[src/rtl/pta_pkg.sv]
package pta_pkg;

    // Framing state: outside or inside a transaction.
    typedef enum logic [1:0] {
        ST_IDLE = 2'd0,
        ST_OPEN = 2'd1
    } frame_state_t;

endpackage

[src/rtl/pta_framer.sv]
module pta_framer
    import pta_pkg::*;
(
    input  logic clk,
    input  logic rst,
    input  logic pkt_valid,
    input  logic pkt_sop,
    input  logic pkt_eop,
    input  logic pkt_err,
    input  logic at_last,
    output logic start_o,
    output logic step_o,
    output logic close_ok_o,
    output logic close_bad_o,
    output logic in_txn_o
);

    frame_state_t state_q;
    frame_state_t state_d;
    logic         err_seen_q;
    logic         err_seen_d;

    // State register and sticky error flag of the open transaction.
    always_ff @(posedge clk) begin
        if (rst) begin
            state_q    <= ST_IDLE;
            err_seen_q <= 1'b0;
        end else begin
            state_q    <= state_d;
            err_seen_q <= err_seen_d;
        end
    end

    // Transition decode.
    always_comb begin
        state_d     = state_q;
        err_seen_d  = err_seen_q;
        start_o     = 1'b0;
        step_o      = 1'b0;
        close_ok_o  = 1'b0;
        close_bad_o = 1'b0;
        unique case (state_q)
            ST_IDLE: begin
                // Packets without a start flag are dropped here.
                if (pkt_valid && pkt_sop) begin
                    start_o = 1'b1;
                    if (pkt_eop) begin
                        // single: opens and closes on one packet
                        close_ok_o  = !pkt_err;
                        close_bad_o = pkt_err;
                        err_seen_d  = 1'b0;
                    end else begin
                        // open
                        state_d    = ST_OPEN;
                        err_seen_d = pkt_err;
                    end
                end
            end
            ST_OPEN: begin
                if (pkt_valid) begin
                    if (pkt_sop) begin
                        // restart: old one aborted, new one opened
                        start_o     = 1'b1;
                        close_bad_o = 1'b1;
                        err_seen_d  = pkt_err;
                    end else if (pkt_eop) begin
                        // close
                        step_o      = 1'b1;
                        close_ok_o  = !(err_seen_q || pkt_err);
                        close_bad_o = err_seen_q || pkt_err;
                        err_seen_d  = 1'b0;
                        state_d     = ST_IDLE;
                    end else if (at_last) begin
                        // overrun: length limit without an end flag
                        step_o      = 1'b1;
                        close_bad_o = 1'b1;
                        err_seen_d  = 1'b0;
                        state_d     = ST_IDLE;
                    end else begin
                        // extend
                        step_o     = 1'b1;
                        err_seen_d = err_seen_q || pkt_err;
                    end
                end
            end
            default: begin
                state_d    = ST_IDLE;
                err_seen_d = 1'b0;
            end
        endcase
    end

    assign in_txn_o = (state_q == ST_OPEN);

endmodule

[src/rtl/pta_pkt_counter.sv]
module pta_pkt_counter #(
    parameter int MAX_PKTS = 16,
    localparam int CNT_W   = $clog2(MAX_PKTS + 1)
) (
    input  logic             clk,
    input  logic             rst,
    input  logic             load_one,
    input  logic             inc,
    output logic [CNT_W-1:0] count_o,
    output logic             at_last_o
);

    logic [CNT_W-1:0] count_q;

    always_ff @(posedge clk) begin
        if (rst) begin
            count_q <= '0;
        end else if (load_one) begin
            count_q <= CNT_W'(1);
        end else if (inc) begin
            count_q <= count_q + CNT_W'(1);
        end
    end

    // True when the packet now arriving would be the last one allowed.
    assign at_last_o = (count_q == CNT_W'(MAX_PKTS - 1));
    assign count_o   = count_q;

endmodule

[src/rtl/pta_type_latch.sv]
module pta_type_latch #(
    parameter int TYPE_W = 4
) (
    input  logic              clk,
    input  logic              rst,
    input  logic              load,
    input  logic [TYPE_W-1:0] type_in,
    output logic [TYPE_W-1:0] type_o
);

    logic [TYPE_W-1:0] type_q;

    always_ff @(posedge clk) begin
        if (rst) begin
            type_q <= '0;
        end else if (load) begin
            type_q <= type_in;
        end
    end

    assign type_o = type_q;

endmodule

[src/rtl/pta_outcome.sv]
module pta_outcome (
    input  logic clk,
    input  logic rst,
    input  logic set_commit,
    input  logic set_abort,
    output logic commit_o,
    output logic abort_o
);

    // Output register: one pulse per closing decision.
    always_ff @(posedge clk) begin
        if (rst) begin
            commit_o <= 1'b0;
            abort_o  <= 1'b0;
        end else begin
            commit_o <= set_commit && !set_abort;
            abort_o  <= set_abort;
        end
    end

endmodule

[src/rtl/pkt_txn_assembler.sv]
module pkt_txn_assembler #(
    parameter int TYPE_W   = 4,
    parameter int MAX_PKTS = 16,
    localparam int CNT_W   = $clog2(MAX_PKTS + 1)
) (
    input  logic              clk,
    input  logic              rst,
    input  logic              pkt_valid,
    input  logic              pkt_sop,
    input  logic              pkt_eop,
    input  logic              pkt_err,
    input  logic [TYPE_W-1:0] pkt_type,
    output logic              commit_o,
    output logic              abort_o,
    output logic              in_txn_o,
    output logic [TYPE_W-1:0] txn_type_o,
    output logic [CNT_W-1:0]  pkt_count_o
);

    logic start_w;
    logic step_w;
    logic close_ok_w;
    logic close_bad_w;
    logic at_last_w;

    pta_framer u_framer (
        .clk         (clk),
        .rst         (rst),
        .pkt_valid   (pkt_valid),
        .pkt_sop     (pkt_sop),
        .pkt_eop     (pkt_eop),
        .pkt_err     (pkt_err),
        .at_last     (at_last_w),
        .start_o     (start_w),
        .step_o      (step_w),
        .close_ok_o  (close_ok_w),
        .close_bad_o (close_bad_w),
        .in_txn_o    (in_txn_o)
    );

    pta_pkt_counter #(.MAX_PKTS(MAX_PKTS)) u_count (
        .clk       (clk),
        .rst       (rst),
        .load_one  (start_w),
        .inc       (step_w),
        .count_o   (pkt_count_o),
        .at_last_o (at_last_w)
    );

    pta_type_latch #(.TYPE_W(TYPE_W)) u_type (
        .clk     (clk),
        .rst     (rst),
        .load    (start_w),
        .type_in (pkt_type),
        .type_o  (txn_type_o)
    );

    pta_outcome u_outcome (
        .clk        (clk),
        .rst        (rst),
        .set_commit (close_ok_w),
        .set_abort  (close_bad_w),
        .commit_o   (commit_o),
        .abort_o    (abort_o)
    );

endmodule

[config.mk]
export PLATFORM = sky130hd
export DESIGN_NAME = pkt_txn_assembler
export DESIGN_NICKNAME = d
export VERILOG_FILES = /design/src/rtl/pta_pkg.sv /design/src/rtl/pta_framer.sv /design/src/rtl/pta_pkt_counter.sv /design/src/rtl/pta_type_latch.sv /design/src/rtl/pta_outcome.sv /design/src/rtl/pkt_txn_assembler.sv
export SDC_FILE = /design/constraint.sdc
export NUM_CORES = 1
export LEC_CHECK = 0
export ABC_CLOCK_PERIOD_IN_PS = 2370
export BUFFER_PORTS_ARGS = -buffer_cell sky130_fd_sc_hd__buf_2
export CAP_MARGIN = 25
export CORE_ASPECT_RATIO = 0.8
export CORE_MARGIN = 4
export CORE_UTILIZATION = 37
export DETAILED_ROUTE_END_ITERATION = 7
export GPL_TIMING_DRIVEN = 0
export PLACE_DENSITY = 0.63
export SYNTH_ARGS = -nofsm -noshare
export SYNTH_HDL_FRONTEND = slang
export SYNTH_HIERARCHICAL = 1
export SYNTH_SLANG_ARGS = --single-unit
[constraint.sdc]
create_clock -name clk -period 2.37 [get_ports clk]
set_input_delay 0.237 -clock clk [delete_from_list [all_inputs] [get_ports clk]]
set_output_delay 0.237 -clock clk [all_outputs]
set_load 0.005 [all_outputs]
Word level (Yosys, flattened, before mapping)
Index checks and enable logic that the tools add are counted.

storage, ports and cells
  flip-flop bits (word level) = 14
  bits of input ports = 10
  word-level logic and storage cells = 62

operators by class
  reduce and logical (&&, ||, !) cells = 11
  equality and inequality tests = 7
  $add $sub $neg = 1
  mux-type cells = 36

operators with widths
  operator                                                                  number
  1-bit 2-to-1 mux                                                          25
  2-bit 2-to-1 mux                                                          6
  1-bit case mux with 2 select lines                                        4
  2-bit inequality test (second input constant)                             3
  5-bit by 1-bit adder with 5-bit output (second input constant)            1
  5-bit by 4-bit equality test with 1-bit output (second input constant)    1
  5-bit AND reduction                                                       1
  2-bit case mux with 2 select lines                                        1
  1-bit zero test                                                           3
  3-bit by 2-bit inequality test with 1-bit output (second input constant)  1
  2-bit by 1-bit equality test with 1-bit output (second input constant)    1
  1-bit logical AND                                                         2
  2-bit zero test                                                           1
  2-bit by 1-bit inequality test with 1-bit output (second input constant)  1
  2-bit AND reduction                                                       1
  2-bit nonzero test                                                        1
  2-bit OR reduction                                                        1
  1-bit logical OR                                                          1

Depth between registers and ports, before layout
  depth after elaboration = 8
  mapped depth = 6
  gate-level depth less buffers = 6

Cells and area by module
Netlist, hierarchy kept.

by module, submodules not included
  module           area an instance (um^2)  times used  cells each  seq. area each (um^2)
  pta_pkt_counter  271.5                    1           25          100.1
  pta_framer       207.7                    1           28          40.0
  pta_type_latch   140.1                    1           13          80.1
  pta_outcome      58.8                     1           4           40.0

Least setup slack after synthesis
OpenSTA, ideal clock, no wires.

  path kind = reg2reg
  from = register u_count.count_q[0], in the netlist u_count/count_o[0]
  to = register u_framer.err_seen_q
  setup slack = 0.855 ns
  cell stages (with the launch flop) = 7
  path buffers = 0
  library setup time = 0.103 ns
  arrival time = 1.412 ns
  required time = 2.267 ns
  path through = dfxtp_1 -> ha_1 -> and3_1 -> ha_1 -> o2bb2ai_1 -> o21ai_1 -> a2111oi_2

on the way
  word-level cells in the longest chain between the ends = 6

ends and longest elaborated chain
  element                                         line                     source
  start: declaration                              pta_pkt_counter.sv:13    logic [CNT_W-1:0] count_q;
  start signal: assignment                        pta_pkt_counter.sv:21    count_q <= count_q + CNT_W'(1);
  5-bit by 4-bit equality test with 1-bit output  pta_pkt_counter.sv:26    assign at_last_o = (count_q == CNT_W'(MAX_PKTS - 1));
  via at_last_w                                   pkt_txn_assembler.sv:24  logic at_last_w;
  1-bit 2-to-1 mux                                pta_framer.sv:73         end else if (at_last) begin
  1-bit 2-to-1 mux                                pta_framer.sv:66         end else if (pkt_eop) begin
  1-bit 2-to-1 mux                                pta_framer.sv:61         if (pkt_sop) begin
  1-bit 2-to-1 mux                                pta_framer.sv:60         if (pkt_valid) begin
  1-bit case mux with 2 select lines              pta_framer.sv:42         unique case (state_q)
  end signal: assignment                          pta_framer.sv:30         err_seen_q <= err_seen_d;
  end: declaration                                pta_framer.sv:20         logic err_seen_q;

The timed path passes the listed nets, and every way through them passes these cells. The select of a mux whose other input is x is not followed.
A chain may end at the register's enable or synchronous reset.

Final worst setup path
  from = register u_count.count_q[0], in the netlist u_count/count_o[0]
  to = register u_outcome.abort_o

on the way
  word-level cells in the longest chain between the ends = 6

ends and longest elaborated chain
  element                                         line                     source
  5-bit by 4-bit equality test with 1-bit output  pta_pkt_counter.sv:26
  via at_last_w                                   pkt_txn_assembler.sv:24
  1-bit 2-to-1 mux                                pta_framer.sv:73
  1-bit 2-to-1 mux                                pta_framer.sv:66
  1-bit 2-to-1 mux                                pta_framer.sv:61
  1-bit 2-to-1 mux                                pta_framer.sv:60
  1-bit case mux with 2 select lines              pta_framer.sv:42
  via close_bad_w                                 pkt_txn_assembler.sv:23  logic close_bad_w;
  end signal: assignment                          pta_outcome.sv:17        abort_o <= set_abort;
  end: declaration                                pta_outcome.sv:7         output logic abort_o

The timed path passes the listed nets, and every way through them passes these cells.

==> results.md <==
* Htree depth at 1
* Number of global-route vias before repair at 518
* Crit path arrival time at 1.89 ns
* Worst vdd ir at 0.341 mV
* Area Overhead vs Synth at 23.6%
* Placed cells at 113
* Critical path launch point type: register
* Slew Viols, Final at 0
* Area contributors post-synth: dfxtp_1, mux2i_1, nor2_1
* Kind of critical path: register to register
* Status: completed
* Core Region at 1680 um^2
* Detail Placement HPWL at 987 um
* Yosys top cell area share at 38.4%
* Final Hold Fails at 0
* Routed WL per cell at 11.2 um
* Synth Area in Compound Gates at 17.9%
* Number of hold buffers added after cts at 0
* # Post-CTS Setup Buffers at 0
* Worst-path clk slew at 0.09 ns
* CP Capture Type: register
* Max stage delay on crit path at 0.43 ns
* Synth Area in XOR/XNOR at 1.29%
* Die footprint at 2590 um^2
* Cts repair resizes at 0
* Ant diodes at 0
* Post-synthesis adder-cell area fraction at 3.69%
* Multiplexer share of the synthesized area at 11.1%
* Initial core utilization at 40.5%
* Synth warn at 6
* Most common cell on crit path: ha_1
* Max-Cap Viols at 0
* TritonCTS Buffers at 3
* Routed wire length at 1310 um
* Worst-Skew Late Latency at 0.28 ns
* Synth Area per Inst at 9.69 um^2
* Clock Skews at 0.00409 ns
* Largest net degree at the start of global routing at 13
* Post-synth top area cell: dfxtp_1
* CTS tree: done
* IO Count at 22
* CTS sink cnt at 13
* Hold WC Path Type: primary input to register
* Clock Root Buffer: clkbuf_4
* Number of port buffers at 21
* Min Tclk post-route at 1.66 ns
* Worst EP required at 2.59 ns
* Worst-margin pin slew at 0.313 ns
* Drt pass-1 iters at 4
* Share of cells above drive strength 1 at 36.8%
* Die Span Y at 46.3 um
* Number of vias in the routed layout at 568
* Setup violators final at 0
* CP max FO at 4
* Max-slew headroom at 78.9%
* Longest Clk Path Bufs at 2
* Unrepaired setup endpoints after global routing: false
* Synth Net Count at 82
* Period utilization at 70.2%
* Post-Syn Instances at 70
* Pwr/cell area at 526 nW/um^2
* Die width at 55.9 um
* Critical-path top delay cell: dfxtp_1
* FP Rows at 13
* Total GRT Usage at 11.7%
* Largest family of logic cells by synthesized area: simple AND/OR/NAND/NOR gates
* Cell Chain, Critical Path: ha_1, and3_1, ha_1, o21ai_0, a211oi_1, nor2b_1
* Remaining DRCs at 0
* Leak Pwr at 0.395 nW
* Initial antenna violation count at 0
* Global-route wire length before repair at 2290 um
* Seq/Total Area, Yosys at 38.4%
* Yosys reg bits at 13
* Initial DRC count at 14
* Non-filler cells, final at 117
* Fmax at 0.601 GHz
* GRT overflow at 0
* Nets at 108
* Routability Congestion at 0.751
* Setup tns final at 0 ns
* Antenna Violating Nets Remaining at 0
* Mapped Area at 678 um^2
* Vias per inst at 4.85
* Synth unique cells at 33
* Simple logic cell fraction of the synthesized area at 19.7%
[metrics by stage]
step	power, mW	utilization (%)	hold WS, ns	worst slack [ns]	instance area, um^2
after floorplan	0.279	-	0.306	0.855	678
after global placement	0.303	48.4	0.469	0.755	811
after detailed placement	0.305	48.4	0.480	0.738	811
after CTS	0.446	50.0	0.182	0.695	838
after global routing	0.465	50.0	0.210	0.580	838
final	0.441	50.0	0.182	0.706	838
[routing by layer]
metal	wire length [um]	GRT usage, %	vias up
li1	-	-	292
met1	634	13.6	255
met2	542	18.2	19
met3	127	6.72	2
met4	9	4.27	0
met5	0	0	-
[cells in the final DEF, fill, tap and decap left out, drive strengths merged, types with 2 or more instances in the layout]
cell type,netlist,routed
o21ai,3,3
buf,3,24
a211oi,2,2
nor2,10,10
nor3b,3,3
inv,5,5
a21oi,5,5
mux2i,6,6
dfxtp,13,13
ha,2,2
clkbuf,1,4
[cell type report]
type                    count  area, um^2
fillers                   172         837
multi-input cells          48         364
flip-flops and latches     13         260
repair buffers             21         105
plain buffers               4        35.0
well taps                  22        27.5
clock buffers               3        22.5
inverters                   5        18.8
clock inverters             1        5.00
[registers in the layout, indices dropped and copies added (netlist names)]
register and count:
u_framer/state_q 1, u_outcome/commit_o 1, u_count/count_o 5, u_outcome/abort_o 1, u_type/type_o 4, u_framer/err_seen_q 1
[cells by family (layout without fill, tap and decap cells)]
| logic type | count (synthesis) | count (layout) |
|---|---|---|
| AOI/OAI and AO/OA | 16 | 16 |
| xor gates and xnor gates | 1 | 1 |
| adders and majority gates | 2 | 2 |
| buffers and inverters | 9 | 34 |
| DFF | 13 | 13 |
| muxes | 7 | 7 |
| and+or+nand+nor | 22 | 22 |
[synthesized netlist by cell type]
library cell,count
dfxtp_1,13
and3_1,1
nand4_4,1
o41ai_1,1
inv_1,5
nor2_1,10
nor3b_2,1
xnor2_1,1
nand2b_1,1
a21oi_1,4
o2bb2ai_1,1
a211oi_2,1
buf_6,2
a2111oi_2,1
a21o_1,1
ha_1,2
o21ai_1,1
mux2i_1,6
buf_4,1
a211oi_1,1
clkbuf_2,1
nor4_1,1
a21oi_2,1
mux2_4,1
or2_1,1
nand2_1,1
a21bo_1,1
o21ai_0,2
nand3b_1,1
nor3_1,1
o21a_1,1
nor2b_1,1
nor3b_1,2
[final timing paths]
path | endpoint | slack (ns) | startpoint | cells past startpoint
hold / removal | u_type/type_o[0] | 0.18 | pkt_type[0] | 3
setup reg to reg | u_outcome/abort_o | 0.71 | u_count/count_o[0] | 6
setup / recovery | u_outcome/abort_o | 0.71 | u_count/count_o[0] | 6
hold reg to reg | u_type/type_o[0] | 0.50 | u_type/type_o[0] | 2
[critical path, delay by kind of cell, from the launching register on]
kind	cells	cell delay (ns)
flops	1	0.43
compound gates	2	0.43
simple gates	2	0.33
fa+ha+maj	2	0.41
[power breakdown]
part / switching (mW) / leakage (nW) / internal (mW) / total, mW
clock: 0.0786 / 0.0177 / 0.0627 / 0.141
combinational: 0.0348 / 0.271 / 0.0319 / 0.0667
sequential: 0.00607 / 0.106 / 0.227 / 0.233
(Power assumes the default switching activity.)
